**src/rtl/spi3w_pkg.sv**
```systemverilog
package spi3w_pkg;

    typedef enum logic [3:0] {
        ST_IDLE,
        ST_WR_LO,
        ST_WR_HI,
        ST_TA_LO,
        ST_TA_HI,
        ST_TA_EXTRA,
        ST_RD_LO,
        ST_RD_HI,
        ST_EV_WAIT,
        ST_IRQ
    } phase_e;

    typedef struct packed {
        logic tx_load;
        logic tx_adv;
        logic rx_smp;
        logic rx_flush;
    } dp_ctl_t;

endpackage

```
**src/rtl/spi3w_ctrl.sv**
```systemverilog
module spi3w_ctrl
    import spi3w_pkg::*;
#(
    parameter int CNT_W = 12
) (
    input  logic             clk,
    input  logic             rst_n,
    input  logic             tick,
    input  logic             start,
    input  logic [CNT_W-1:0] wr_m1,
    input  logic [CNT_W-1:0] rd_m1,
    input  logic             rd_skip,
    input  logic             fast_ta,
    input  logic             dio_in,
    output dp_ctl_t          ctl,
    output logic             sclk,
    output logic             dio_oe,
    output logic             irq,
    output logic             busy
);

    phase_e           st, st_nx;
    logic [CNT_W-1:0] wcnt, wcnt_nx;
    logic [CNT_W-1:0] rcnt, rcnt_nx;
    logic             skip_q, fast_q;

    // next state, counters and datapath strobes (all qualified by tick)
    always_comb begin
        st_nx   = st;
        wcnt_nx = wcnt;
        rcnt_nx = rcnt;
        ctl     = '0;
        if (tick) begin
            unique case (st)
                ST_IDLE: begin
                    if (start) begin
                        st_nx       = ST_WR_LO;
                        wcnt_nx     = wr_m1;
                        rcnt_nx     = rd_m1;
                        ctl.tx_load = 1'b1;
                    end
                end
                ST_WR_LO: st_nx = ST_WR_HI;
                ST_WR_HI: begin
                    if (wcnt == '0) begin
                        st_nx = skip_q ? ST_EV_WAIT : ST_TA_LO;
                    end else begin
                        wcnt_nx    = wcnt - 1'b1;
                        ctl.tx_adv = 1'b1;
                        st_nx      = ST_WR_LO;
                    end
                end
                ST_TA_LO:    st_nx = ST_TA_HI;
                ST_TA_HI:    st_nx = fast_q ? ST_TA_EXTRA : ST_RD_LO;
                ST_TA_EXTRA: st_nx = ST_RD_LO;
                ST_RD_LO: begin
                    ctl.rx_smp = 1'b1;
                    st_nx      = ST_RD_HI;
                end
                ST_RD_HI: begin
                    if (rcnt == '0) begin
                        ctl.rx_flush = 1'b1;
                        st_nx        = ST_EV_WAIT;
                    end else begin
                        rcnt_nx = rcnt - 1'b1;
                        st_nx   = ST_RD_LO;
                    end
                end
                ST_EV_WAIT: begin
                    if (dio_in) st_nx = ST_IRQ;
                end
                ST_IRQ:  st_nx = ST_IDLE;
                default: st_nx = ST_IDLE;
            endcase
        end
    end

    // state register
    always_ff @(posedge clk or negedge rst_n) begin
        if (!rst_n) begin
            st     <= ST_IDLE;
            wcnt   <= '0;
            rcnt   <= '0;
            skip_q <= 1'b0;
            fast_q <= 1'b0;
        end else begin
            st   <= st_nx;
            wcnt <= wcnt_nx;
            rcnt <= rcnt_nx;
            if (ctl.tx_load) begin
                skip_q <= rd_skip;
                fast_q <= fast_ta;
            end
        end
    end

    // outputs decoded from the state register
    always_comb begin
        sclk   = 1'b0;
        dio_oe = 1'b0;
        irq    = 1'b0;
        busy   = 1'b1;
        unique case (st)
            ST_IDLE:     busy = 1'b0;
            ST_WR_LO:    dio_oe = 1'b1;
            ST_WR_HI: begin
                dio_oe = 1'b1;
                sclk   = 1'b1;
            end
            ST_TA_LO:    sclk = 1'b0;
            ST_TA_HI:    sclk = 1'b1;
            ST_TA_EXTRA: sclk = 1'b0;
            ST_RD_LO:    sclk = 1'b0;
            ST_RD_HI:    sclk = 1'b1;
            ST_EV_WAIT:  sclk = 1'b0;
            ST_IRQ:      irq  = 1'b1;
            default:     busy = 1'b0;
        endcase
    end

    AST_STATE_HOLDS_WITHOUT_TICK: assert property (@(posedge clk) disable iff (!rst_n)
        (!$past(tick) && $past(rst_n)) |-> $stable(st));

    AST_IRQ_SINGLE_TICK: assert property (@(posedge clk) disable iff (!rst_n)
        (irq && tick) |=> !irq);

    AST_IRQ_AFTER_DIO_HIGH: assert property (@(posedge clk) disable iff (!rst_n)
        $rose(irq) |-> $past(dio_in));

    AST_WR_COUNT_LOADED: assert property (@(posedge clk) disable iff (!rst_n)
        $rose(busy) |-> (st == ST_WR_LO && wcnt == $past(wr_m1)));

    AST_OE_DROP_SCLK_LOW: assert property (@(posedge clk) disable iff (!rst_n)
        $fell(dio_oe) |-> !sclk);

endmodule

```
**src/rtl/spi3w_tx_shift.sv**
```systemverilog
module spi3w_tx_shift #(
    parameter int WORD_W = 32
) (
    input  logic              clk,
    input  logic              rst_n,
    input  logic              load,
    input  logic              adv,
    input  logic [WORD_W-1:0] tx_word,
    output logic              dio_out,
    output logic              tx_req
);

    localparam int PW = $clog2(WORD_W);
    localparam logic [PW-1:0] LAST_POS = PW'(WORD_W - 1);

    logic [WORD_W-1:0] sh;
    logic [PW-1:0]     pos;

    always_ff @(posedge clk or negedge rst_n) begin
        if (!rst_n) begin
            sh     <= '0;
            pos    <= '0;
            tx_req <= 1'b0;
        end else begin
            tx_req <= 1'b0;
            if (load || (adv && pos == LAST_POS)) begin
                sh     <= tx_word;
                pos    <= '0;
                tx_req <= 1'b1;
            end else if (adv) begin
                sh  <= {sh[WORD_W-2:0], 1'b0};
                pos <= pos + 1'b1;
            end
        end
    end

    assign dio_out = sh[WORD_W-1];

    AST_REQ_ONE_CYCLE: assert property (@(posedge clk) disable iff (!rst_n)
        tx_req |=> !tx_req);

endmodule

```
**src/rtl/spi3w_rx_pack.sv**
```systemverilog
module spi3w_rx_pack #(
    parameter int WORD_W = 32
) (
    input  logic              clk,
    input  logic              rst_n,
    input  logic              smp,
    input  logic              bit_in,
    input  logic              flush,
    output logic [WORD_W-1:0] rx_word,
    output logic              rx_push
);

    localparam int FW = $clog2(WORD_W);
    localparam logic [FW-1:0] FULL_AT = FW'(WORD_W - 1);

    logic [WORD_W-1:0] sh;
    logic [FW-1:0]     fill;
    logic [WORD_W-1:0] sh_in;

    assign sh_in = {sh[WORD_W-2:0], bit_in};

    always_ff @(posedge clk or negedge rst_n) begin
        if (!rst_n) begin
            sh      <= '0;
            fill    <= '0;
            rx_word <= '0;
            rx_push <= 1'b0;
        end else begin
            rx_push <= 1'b0;
            if (smp) begin
                sh <= sh_in;
                if (fill == FULL_AT) begin
                    rx_word <= sh_in;
                    rx_push <= 1'b1;
                    fill    <= '0;
                end else begin
                    fill <= fill + 1'b1;
                end
            end else if (flush && fill != '0) begin
                rx_word <= sh << (WORD_W - int'(fill));
                rx_push <= 1'b1;
                fill    <= '0;
            end
        end
    end

    AST_PUSH_CLEARS_FILL: assert property (@(posedge clk) disable iff (!rst_n)
        rx_push |-> fill == '0);

endmodule

```
**src/rtl/spi3w_master.sv**
```systemverilog
module spi3w_master
    import spi3w_pkg::*;
#(
    parameter int WORD_W = 32,
    parameter int CNT_W  = 12
) (
    input  logic              clk,
    input  logic              rst_n,
    input  logic              tick,
    input  logic              start,
    input  logic [CNT_W-1:0]  wr_bits_m1,
    input  logic [CNT_W-1:0]  rd_bits_m1,
    input  logic              rd_skip,
    input  logic              fast_ta,
    input  logic [WORD_W-1:0] tx_word,
    output logic              tx_req,
    output logic [WORD_W-1:0] rx_word,
    output logic              rx_push,
    output logic              busy,
    output logic              irq,
    output logic              sclk,
    output logic              dio_out,
    output logic              dio_oe,
    input  logic              dio_in
);

    dp_ctl_t ctl;

    spi3w_ctrl #(.CNT_W(CNT_W)) u_ctrl (
        .clk    (clk),
        .rst_n  (rst_n),
        .tick   (tick),
        .start  (start),
        .wr_m1  (wr_bits_m1),
        .rd_m1  (rd_bits_m1),
        .rd_skip(rd_skip),
        .fast_ta(fast_ta),
        .dio_in (dio_in),
        .ctl    (ctl),
        .sclk   (sclk),
        .dio_oe (dio_oe),
        .irq    (irq),
        .busy   (busy)
    );

    spi3w_tx_shift #(.WORD_W(WORD_W)) u_tx (
        .clk    (clk),
        .rst_n  (rst_n),
        .load   (ctl.tx_load),
        .adv    (ctl.tx_adv),
        .tx_word(tx_word),
        .dio_out(dio_out),
        .tx_req (tx_req)
    );

    spi3w_rx_pack #(.WORD_W(WORD_W)) u_rx (
        .clk    (clk),
        .rst_n  (rst_n),
        .smp    (ctl.rx_smp),
        .bit_in (dio_in),
        .flush  (ctl.rx_flush),
        .rx_word(rx_word),
        .rx_push(rx_push)
    );

    AST_DOUT_STABLE_SCLK_HI: assert property (@(posedge clk) disable iff (!rst_n)
        ($past(sclk) && sclk && dio_oe) |-> $stable(dio_out));

endmodule

```
**config.mk**
```make
export PLATFORM = sky130hd
export DESIGN_NAME = spi3w_master
export DESIGN_NICKNAME = d
export VERILOG_FILES = /design/src/rtl/spi3w_pkg.sv /design/src/rtl/spi3w_ctrl.sv /design/src/rtl/spi3w_tx_shift.sv /design/src/rtl/spi3w_rx_pack.sv /design/src/rtl/spi3w_master.sv
export SDC_FILE = /design/constraint.sdc
export NUM_CORES = 1
export LEC_CHECK = 0
export BUFFER_PORTS_ARGS = -buffer_cell sky130_fd_sc_hd__clkbuf_2
export CAP_MARGIN = 20
export CORE_MARGIN = 3
export CORE_UTILIZATION = 30
export CTS_CLUSTER_DIAMETER = 30
export DETAILED_ROUTE_END_ITERATION = 6
export GPL_ROUTABILITY_DRIVEN = 0
export PLACE_DENSITY = 0.45
export SLEW_MARGIN = 20
export SYNTH_ARGS = -nofsm -noshare
export SYNTH_HDL_FRONTEND = slang
export SYNTH_SLANG_ARGS = --single-unit
```
**constraint.sdc**
```tcl
create_clock -name clk -period 7.55 [get_ports clk]
set_input_delay 1.51 -clock clk [delete_from_list [all_inputs] [get_ports clk]]
set_output_delay 1.51 -clock clk [all_outputs]
set_load 0.1 [all_outputs]
```
==> metrics.yaml, run 1 <==
status: "finished clean"
wl_per_cell_um: 18.3
cts.sinks: 138
p_leak_nw: 4.17
synth_warnings: 0
hold_viol: 0
clk_latency_ns: 0.44
synth_area_per_cell_sq_um: 8.83
synth-seq-cells: 138
cts_tree: "built"
grt_pass1_vias: 7059
hold_start: "u_ctrl.wcnt[10]"
rows: 60
drc: 0
synth_nets: 1005
worst_pin_slew_ns: 0.894
synth_edf_count: 0
critPathRequiredTime_ns: 7.82
die_w_um: 172
vias: 7186
min_period_ns: 3.64
critPathMaxStageDelay_ns: 0.56
ctsResizeCount: 0
finalSetupViolCount: 0
cp-start-kind: "flip-flop"
synthTopCellsByArea: "dfrtp_1 42%, nand2_1 7.8%, a21oi_1 5.2%"
dieArea_sq_mm: 0.0295
io_pins: 102
worstPathArrival_ns: 3.91
seq_area_frac_synth_pct: 41.9
end_kind: "flip-flop"
postRouteAntennaNets: 0
crit_family: "buffers and inverters"
start_util_pct: 30.6
grt_remaining_overflow: 0
cp_max_fo: 45
syn-instance-count: 933
yosys.area.top_type: "dfrtp_1"
clk_pin_slew_worst_paths_ns: 0.07
holdPathEnd: "u_ctrl.wcnt[10]"
grt_pass1_wl_mm: 40.1
rsz0062_at_grt: "false"
post_cts_buffers: 0
routed_wl_mm: 24.7
core-area_sq_mm: 0.0270
crit_type: "flip-flop to flip-flop"
grtUsageTotal_pct: 17.2
dp_hpwl_mm: 17.0
max-cap-violations: 0
powerDensity_mw_per_mm2: 380
cp_cell_sequence: "buf_4 -> inv_1 -> ha_2 -> xor2_2 -> buf_4 -> mux4_2 -> nand2_1 -> o21ai_0 -> a21oi_1 -> a21oi_1"
synth.top_cell.area_share_pct: 41.9
skew_ns: 0.0234
relSlewSlack_pct: 40.1
max-vdd-ir-drop_v: 0.000206
htreeDepth: 4
yosysUniqueCellTypes: 70
fin_util_pct: 35.5
area_growth_pct: 16.2
die_h_um: 172
grt_max_degree: 85
finalSetupTns_ns: 0
cts_buffers: 17
hold_path.class: "flip-flop to flip-flop"
r2r-start: "u_rx.fill[0]"
diodes: 0
antenna_found_initial: 0
finalPower_w: 0.00364
r2r-end: "u_rx.rx_word[19]"
r2r_setup_slack_ns: 3.91
slew_violations: 0
port_buffers: 101
min_path_cells: 1
netlist_area_sq_mm: 0.00824
drtIter0Drc: 662
slowest_stage: "mux4_2"
fmax_mhz: 275
fin_nets: 1070
root_buffer: "clkbuf_16"
dr.pass1.iters: 5
post-route-period-util_pct: 48.2
path_buf_inv: 3
fillers: 2795
viasPerCell: 5.32
drive_gt1_share_pct: 20.3
clk_path_buf_depth: 2
async_reset_ff_share_pct: 100
synthFlopType: "dfrtp_1"
ff2ff_path_depth: 10
cts_hold_buf: 0
-- layout by cell type (no fill, tap or decap), drive strengths merged, types with 21 or more instances in the layout --
master	netlist	routed
mux2i	33	33
nor2	105	105
inv	17	27
o21ai	38	38
nand2	174	174
dfrtp	138	138
nand3	21	21
clkbuf	27	117
a21oi	87	87
o22ai	39	39
-- stage by stage --
step                      cell area (sq um)  hold slack, ns  worst slack, ns  cells
after floorplan                        8240           0.441             3.15    933
after global placement                 8970           0.477             3.61   1320
after detailed placement               8970           0.472             3.61   1320
after CTS                              9570           0.493             3.67   1352
after global routing                   9570           0.506             3.64   1352
final                                  9570           0.493             3.91   1352
-- cells in the mapped netlist (7+ instances only) --
master / number
a31oi_1: 18
nand3_1: 21
o21a_1: 10
mux2i_1: 33
nand2b_1: 7
or3_1: 9
buf_2: 29
dfrtp_1: 138
o21ai_0: 37
inv_1: 16
buf_4: 9
o22ai_1: 39
nor3_1: 17
mux2_2: 19
nor2_1: 101
nand2_1: 172
mux4_2: 18
a22oi_1: 8
a21oi_1: 86
ha_1: 9
clkbuf_1: 27
o211ai_1: 16
-- cell families (layout without fill, tap and decap cells) --
logic type | Yosys count | after routing | share of synthesized area [%]
compound gates | 262 | 262 | 20.2
xor+xnor | 7 | 7 | 0.744
fa+ha+maj | 9 | 9 | 1.37
buf+inv | 87 | 165 | 5.09
flops | 138 | 138 | 41.9
mux | 70 | 70 | 11.5
simple gates | 360 | 360 | 19.2
-- cell type report --
| cell class | count | area [sq um] | share of cell area (%) |
|---|---|---|---|
| multi-input combinational | 708 | 4410 | 46.0 |
| sequential | 138 | 3450 | 36.1 |
| timing repair buffer | 116 | 624 | 6.52 |
| tap | 341 | 427 | 4.46 |
| clock buffer | 17 | 425 | 4.44 |
| clock inverter | 15 | 174 | 1.82 |
| inverter | 17 | 63.8 | 0.666 |
-- worst max-delay path by stage --
stage,start,to,slack (ns),depth (start not counted)
global placement,u_rx.fill[0],u_rx.rx_word[26],3.61,8
finish,u_rx.fill[0],u_rx.rx_word[19],3.91,10
CTS,u_rx.fill[0],u_rx.rx_word[26],3.67,8
floorplan,u_ctrl.st[3],irq,3.15,4
global route,u_rx.fill[0],u_rx.rx_word[19],3.64,10
detailed placement,tick,u_rx.rx_word[27],3.61,8
-- registers in the layout, summed over array words and instances (netlist names) --
register	flops
u_rx.fill	5
u_ctrl.wcnt	12
u_tx.sh	32
u_ctrl.st	4
u_ctrl.skip_q	1
u_tx.pos	5
u_rx.rx_word	32
u_tx.tx_req	1
u_ctrl.rcnt	12
u_rx.rx_push	1
u_ctrl.fast_q	1
u_rx.sh	32
-- where the power goes --
| group | switching (W) | total [W] | internal (W) |
|---|---|---|---|
| logic | 0.00104 | 0.00164 | 0.000599 |
| registers | 0.000199 | 0.00114 | 0.000937 |
| clock network | 0.000390 | 0.000865 | 0.000475 |
-- per-layer routing --
metal  global-route usage (%)  up-vias  part of all wire (%)
met5                        0        -                     0
met1                     25.5     3469                    49
met2                     25.7      198                    44
met4                     4.30        0                  0.77
met3                     3.54       12                   5.5
li1                         -     3507                     -
Power figures use the tool's default switching activity.
==> run 2, diff against run 1 <==
Clock period 7.55 ns to 3.78 ns, I/O delays scaled along.
==> metrics.yaml, run 2 (same netlist as run 1, synthesis figures left out) <==
cts_hold_buf: 0  # unchanged
ctsResizeCount: 0  # unchanged
final_cells: 1360  # +0.59%
critPathRequiredTime_ns: 4.13  # -3.69 ns
die_h_um: 172  # unchanged
start_util_pct: 30.6  # unchanged
grt_max_degree: 84  # -1.2%
grt_remaining_overflow: 0  # unchanged
antenna_found_initial: 0  # unchanged
clk_path_buf_depth: 2  # unchanged
clk_pin_slew_worst_paths_ns: 0.06  # about the same
holdWs_ns: 0.375  # -0.119 ns
end_kind: "flip-flop"
viasPerCell: 5.35  # +0.62%
max-cap-violations: 0  # unchanged
grt_pass1_vias: 7131  # +1.0%
dp_hpwl_mm: 17.5  # +3.1%
htreeDepth: 4  # unchanged
grt_pass1_wl_mm: 40.5  # +1.1%
p_leak_nw: 4.21  # +0.82%
finalSetupTns_ns: 0  # unchanged
largestRegisters: "u_rx.rx_word: 32 flops, u_rx.sh: 32 flops, u_tx.sh: 32 flops"
clk_latency_ns: 0.43  # about the same
cp_max_fo: 14  # -69%
grtUsageTotal_pct: 17.5  # +0.30 points
layout_commonest_cell: "nand2_1"
port_buffers: 101  # unchanged
min_period_ns: 2.90  # -0.743 ns
routed_wl_mm: 25.1  # +1.7%
slew_violations: 0  # unchanged
rsz0062_at_grt: "false"
status: "finished clean"
vias: 7273  # +1.2%
cts_buffers: 17  # unchanged
post_cts_buffers: 0  # unchanged
relSlewSlack_pct: 41.7  # +1.6 points
fin_nets: 1078  # +0.75%
finalSetupViolCount: 0  # unchanged
worstPathArrival_ns: 3.24  # -0.67 ns
postRouteAntennaNets: 0  # unchanged
cp-start-kind: "flip-flop"
diodes: 0  # unchanged
fmax_mhz: 345  # +26%
io_pins: 102  # unchanged
drive_gt1_share_pct: 20.8  # +0.53 points
wl_per_cell_um: 18.5  # +1.1%
cts_tree: "built"
max-vdd-ir-drop_v: 0.000473  # +130%
area_growth_pct: 16.9
dp.cells: 1328  # +0.61%
worst_pin_slew_ns: 0.874  # -0.0195 ns
die_w_um: 172  # unchanged
dieArea_sq_mm: 0.0295  # unchanged
hold_path.class: "primary input to asynchronous set/reset pin"
r2r_setup_slack_ns: 0.88  # -3.03 ns
post-route-period-util_pct: 76.6  # +28 points
dr.pass1.iters: 5  # unchanged
crit_type: "flip-flop to flip-flop"
finalPower_w: 0.00726  # +100%
powerDensity_mw_per_mm2: 754  # +98%
root_buffer: "clkbuf_16"
core-area_sq_mm: 0.0270  # unchanged
drtIter0Drc: 599  # -9.5%
drc: 0  # unchanged
cts.sinks: 138  # unchanged
final_cell_mix: "172 x nand2_1, 137 x dfrtp_1, 101 x nor2_1"
hold_viol: 0  # unchanged
skew_ns: 0.0177  # -0.00574 ns
rows: 60  # unchanged
run 2: metal layers:
metal | vias up | wire [um] | global-route usage [%]
li1 | 3512 | - | -
met1 | 3547 | 12400 | 26.2
met2 | 191 | 10900 | 25.5
met3 | 23 | 1470 | 4.07
met4 | 0 | 339 | 4.48
met5 | - | 0 | 0
run 2: report_power, final:
group	total, W	switching, W	internal (W)
logic	0.00329	0.00205	0.00125
registers	0.00230	0.000427	0.00187
clock network	0.00167	0.000727	0.000940
total	0.00726	0.00320	0.00406
run 2: layout make-up:
type	count	area [sq um]
Multi-Input combinational cell	708	4400
Inverter	17	63.8
Clock inverter	14	136
Timing Repair Buffer	124	709
Sequential cell	138	3450
Clock buffer	18	439
Fill cell	2825	17300
Tap cell	341	427
run 2: critical path, stage by stage (launching register included):
cell	delay (ns)
dfrtp_2	0.55
inv_1	0.14
ha_1	0.29
xnor2_2	0.32
buf_4	0.27
mux4_2	0.53
mux2_2	0.30
nor2_1	0.21
a21oi_1	0.07
a21oi_1	0.15
run 2: final timing paths:
path                               from          endpoint  depth (start not counted)
min in group clk            u_rx.sh[31]       u_rx.sh[31]                          2
max                        u_rx.fill[0]  u_rx.rx_word[15]                          9
min reg2reg                 u_rx.sh[31]       u_rx.sh[31]                          2
max in group asynchronous         rst_n  u_rx.rx_word[21]                          2
max reg2reg                u_rx.fill[0]  u_rx.rx_word[15]                          9
min                               rst_n    u_ctrl.wcnt[8]                          1
run 2: through the flow:
step | util [%] | cell area [sq um] | setup slack [ns]
final | 35.7 | 9630 | 0.884
after global routing | 35.7 | 9630 | 0.667
after CTS | 35.7 | 9630 | 0.928
after detailed placement | 33.6 | 9060 | 0.940
after global placement | 33.6 | 9060 | 0.953
after floorplan | - | 8240 | 0.137
==> run 3, diff against run 2 <==
Settings changed: ABC_AREA set to 1.
Clock period 3.78 ns to 2.7 ns, I/O delays scaled along.
==> metrics.yaml, run 3 <==
grt_remaining_overflow: 0  # unchanged
die_w_um: 172  # +0.36%
crit_family: "simple AND/OR/NAND/NOR gates"
slowest_stage: "dfrtp_1"
postRouteAntennaNets: 0  # unchanged
yosysUniqueCellTypes: 40  # -43%
final_cell_mix: "383 x nand2_1, 288 x nand3_1, 138 x dfrtp_1"
routed_wl_mm: 25.1  # -0.20%
fmax_mhz: 399
hold_viol: 0  # unchanged
finalSetupTns_ns: 0  # unchanged
finalPower_w: 0.0144  # +99%
cp_max_fo: 18  # +4
layout_commonest_cell: "nand2_1"
fin_nets: 1340  # +24%
synth.cells.most_frequent: "383 x nand2_1, 288 x nand3_1, 138 x dfrtp_1, 90 x nor2_1, 70 x o21ai_0"
p_leak_nw: 4.90  # +16%
finalSetupViolCount: 0  # unchanged
area_growth_pct: 17.8
dr.pass1.iters: 5  # unchanged
viasPerCell: 4.87  # -8.9%
drtIter0Drc: 499  # -17%
synth_edf_count: 0  # unchanged
r2r_setup_slack_ns: 0.48  # -0.40 ns
skew_ns: 0.0124  # -0.00525 ns
cts_hold_buf: 0  # unchanged
wl_per_cell_um: 15.2  # -18%
drive_gt1_share_pct: 14.1  # -6.7 points
max-cap-violations: 0  # unchanged
rsz0062_at_grt: "false"
largestRegisters: "u_rx.rx_word: 32 flops, u_rx.sh: 32 flops, u_tx.sh: 32 flops"
rows: 60  # unchanged
grt_pass1_vias: 8030  # +13%
dp_hpwl_mm: 17.9  # +2.5%
cp-start-kind: "flip-flop"
holdWs_ns: 0.115  # -0.259 ns
vias: 8049  # +11%
synth_nets: 1262  # +26%
clk_pin_slew_worst_paths_ns: 0.06  # about the same
drc: 0  # unchanged
netlist_area_sq_mm: 0.00830  # +0.76%
cts_tree: "built"
synth_warnings: 0  # unchanged
htreeDepth: 4  # unchanged
core-area_sq_mm: 0.0271  # +0.56%
critPathRequiredTime_ns: 2.16  # -1.97 ns
max-vdd-ir-drop_v: 0.000451  # -4.7%
port_buffers: 101  # unchanged
grtUsageTotal_pct: 17.6  # +0.097 points
dieArea_sq_mm: 0.0297  # +0.73%
root_buffer: "clkbuf_16"
die_h_um: 172  # +0.36%
powerDensity_mw_per_mm2: 1480  # +96%
ctsResizeCount: 0  # unchanged
crit_path_frequent_cell: "inv_2"
diodes: 0  # unchanged
hold_path.class: "primary input to asynchronous set/reset pin"
antenna_found_initial: 0  # unchanged
crit_type: "flip-flop to primary output"
start_util_pct: 30.6  # +0.061 points
end_kind: "primary output"
min_period_ns: 2.51
clk_latency_ns: 0.42  # about the same
grt_max_degree: 61  # -27%
critPathMaxStageDelay_ns: 0.46  # -0.09 ns
seq_area_frac_synth_pct: 41.6  # -0.32 points
cts_buffers: 17  # unchanged
status: "finished clean"
relSlewSlack_pct: 51.2  # +9.5 points
final_cells: 1653  # +22%
dp.cells: 1621  # +22%
post_cts_buffers: 0  # unchanged
slew_violations: 0  # unchanged
worstPathArrival_ns: 1.97  # -1.27 ns
post-route-period-util_pct: 92.8
synth_area_per_cell_sq_um: 6.98  # -21%
worst_pin_slew_ns: 0.730  # -0.144 ns
yosys.area.top_type: "dfrtp_1"
async_reset_ff_share_pct: 100  # unchanged
synth.top_cell.area_share_pct: 41.6  # -0.32 points
grt_pass1_wl_mm: 41.8  # +3.1%
synth_most_common_cell: "nand2_1"
synth-seq-cells: 138  # unchanged
path_buf_inv: 3  # +1
clk_path_buf_depth: 2  # unchanged
cts.sinks: 138  # unchanged
syn-instance-count: 1190  # +28%
cp_cell_sequence: "inv_2 -> nand2_1 -> nor3_4 -> inv_2 -> nand3_1 -> buf_12"
synthTopCellsByArea: "dfrtp_1 42%, nand3_1 17%, nand2_1 17%"
io_pins: 102  # unchanged
synthFlopType: "dfrtp_1"
[run 3: final cells by class]
| class | instances | area, sq um |
|---|---|---|
| Inverter | 68 | 260 |
| Clock buffer | 20 | 457 |
| Multi-Input combinational cell | 919 | 4260 |
| Fill cell | 2953 | 17300 |
| Tap cell | 372 | 465 |
| Clock inverter | 12 | 139 |
| Sequential cell | 138 | 3450 |
| Timing Repair Buffer | 124 | 752 |
[run 3: stage by stage]
step,area (sq um),utilization (%),setup WS [ns]
after floorplan,8320,-,0.247
after global placement,9190,33.9,0.472
after detailed placement,9190,33.9,0.457
after CTS,9780,36.1,0.132
after global routing,9780,36.1,0.00752
final,9780,36.1,0.195
[run 3: worst paths after layout]
kind / startpoint / end / cells past startpoint
max: u_ctrl.st[2] / sclk / 6
min: rst_n / u_ctrl.rcnt[3] / 1
max reg2reg: u_rx.fill[0] / u_rx.rx_word[0] / 9
min reg2reg: u_rx.rx_word[8] / u_rx.rx_word[8] / 2
max in group asynchronous: rst_n / u_rx.rx_word[7] / 2
min in group clk: tx_word[0] / u_tx.sh[0] / 3
[run 3: cell families (layout without fill, tap and decap cells)]
kind of cell,count (synthesis),after routing,share of synthesized area (%)
compound gates,113,113,7.41
buf+inv,133,224,7.49
flops,138,138,41.6
fa+ha+maj,9,9,1.36
xor+xnor,9,9,0.949
simple gates,788,788,41.2
[run 3: power by group]
| group | switching [W] | total (W) | internal (W) |
|---|---|---|---|
| Sequential | 0.000584 | 0.00341 | 0.00282 |
| Clock | 0.000984 | 0.00241 | 0.00142 |
| Combinational | 0.00630 | 0.00863 | 0.00233 |
| Total | 0.00787 | 0.0144 | 0.00657 |
[run 3: metal layers]
metal | vias to the layer above | part of all wire [%] | GRT usage (%)
li1 | 4083 | - | -
met1 | 3754 | 48 | 24.9
met2 | 188 | 45 | 27.5
met3 | 24 | 5.2 | 3.04
met4 | 0 | 1.8 | 5.59
met5 | - | 0 | 0
[run 3: worst reg2reg max path, cell delays in order (launching register included)]
cell     delay, ns
dfrtp_1       0.40
inv_1         0.09
buf_4         0.37
nand3_1       0.15
nand2_2       0.11
buf_4         0.35
nand3_1       0.17
o21ai_0       0.39
nand2_1       0.09
nand2_1       0.06
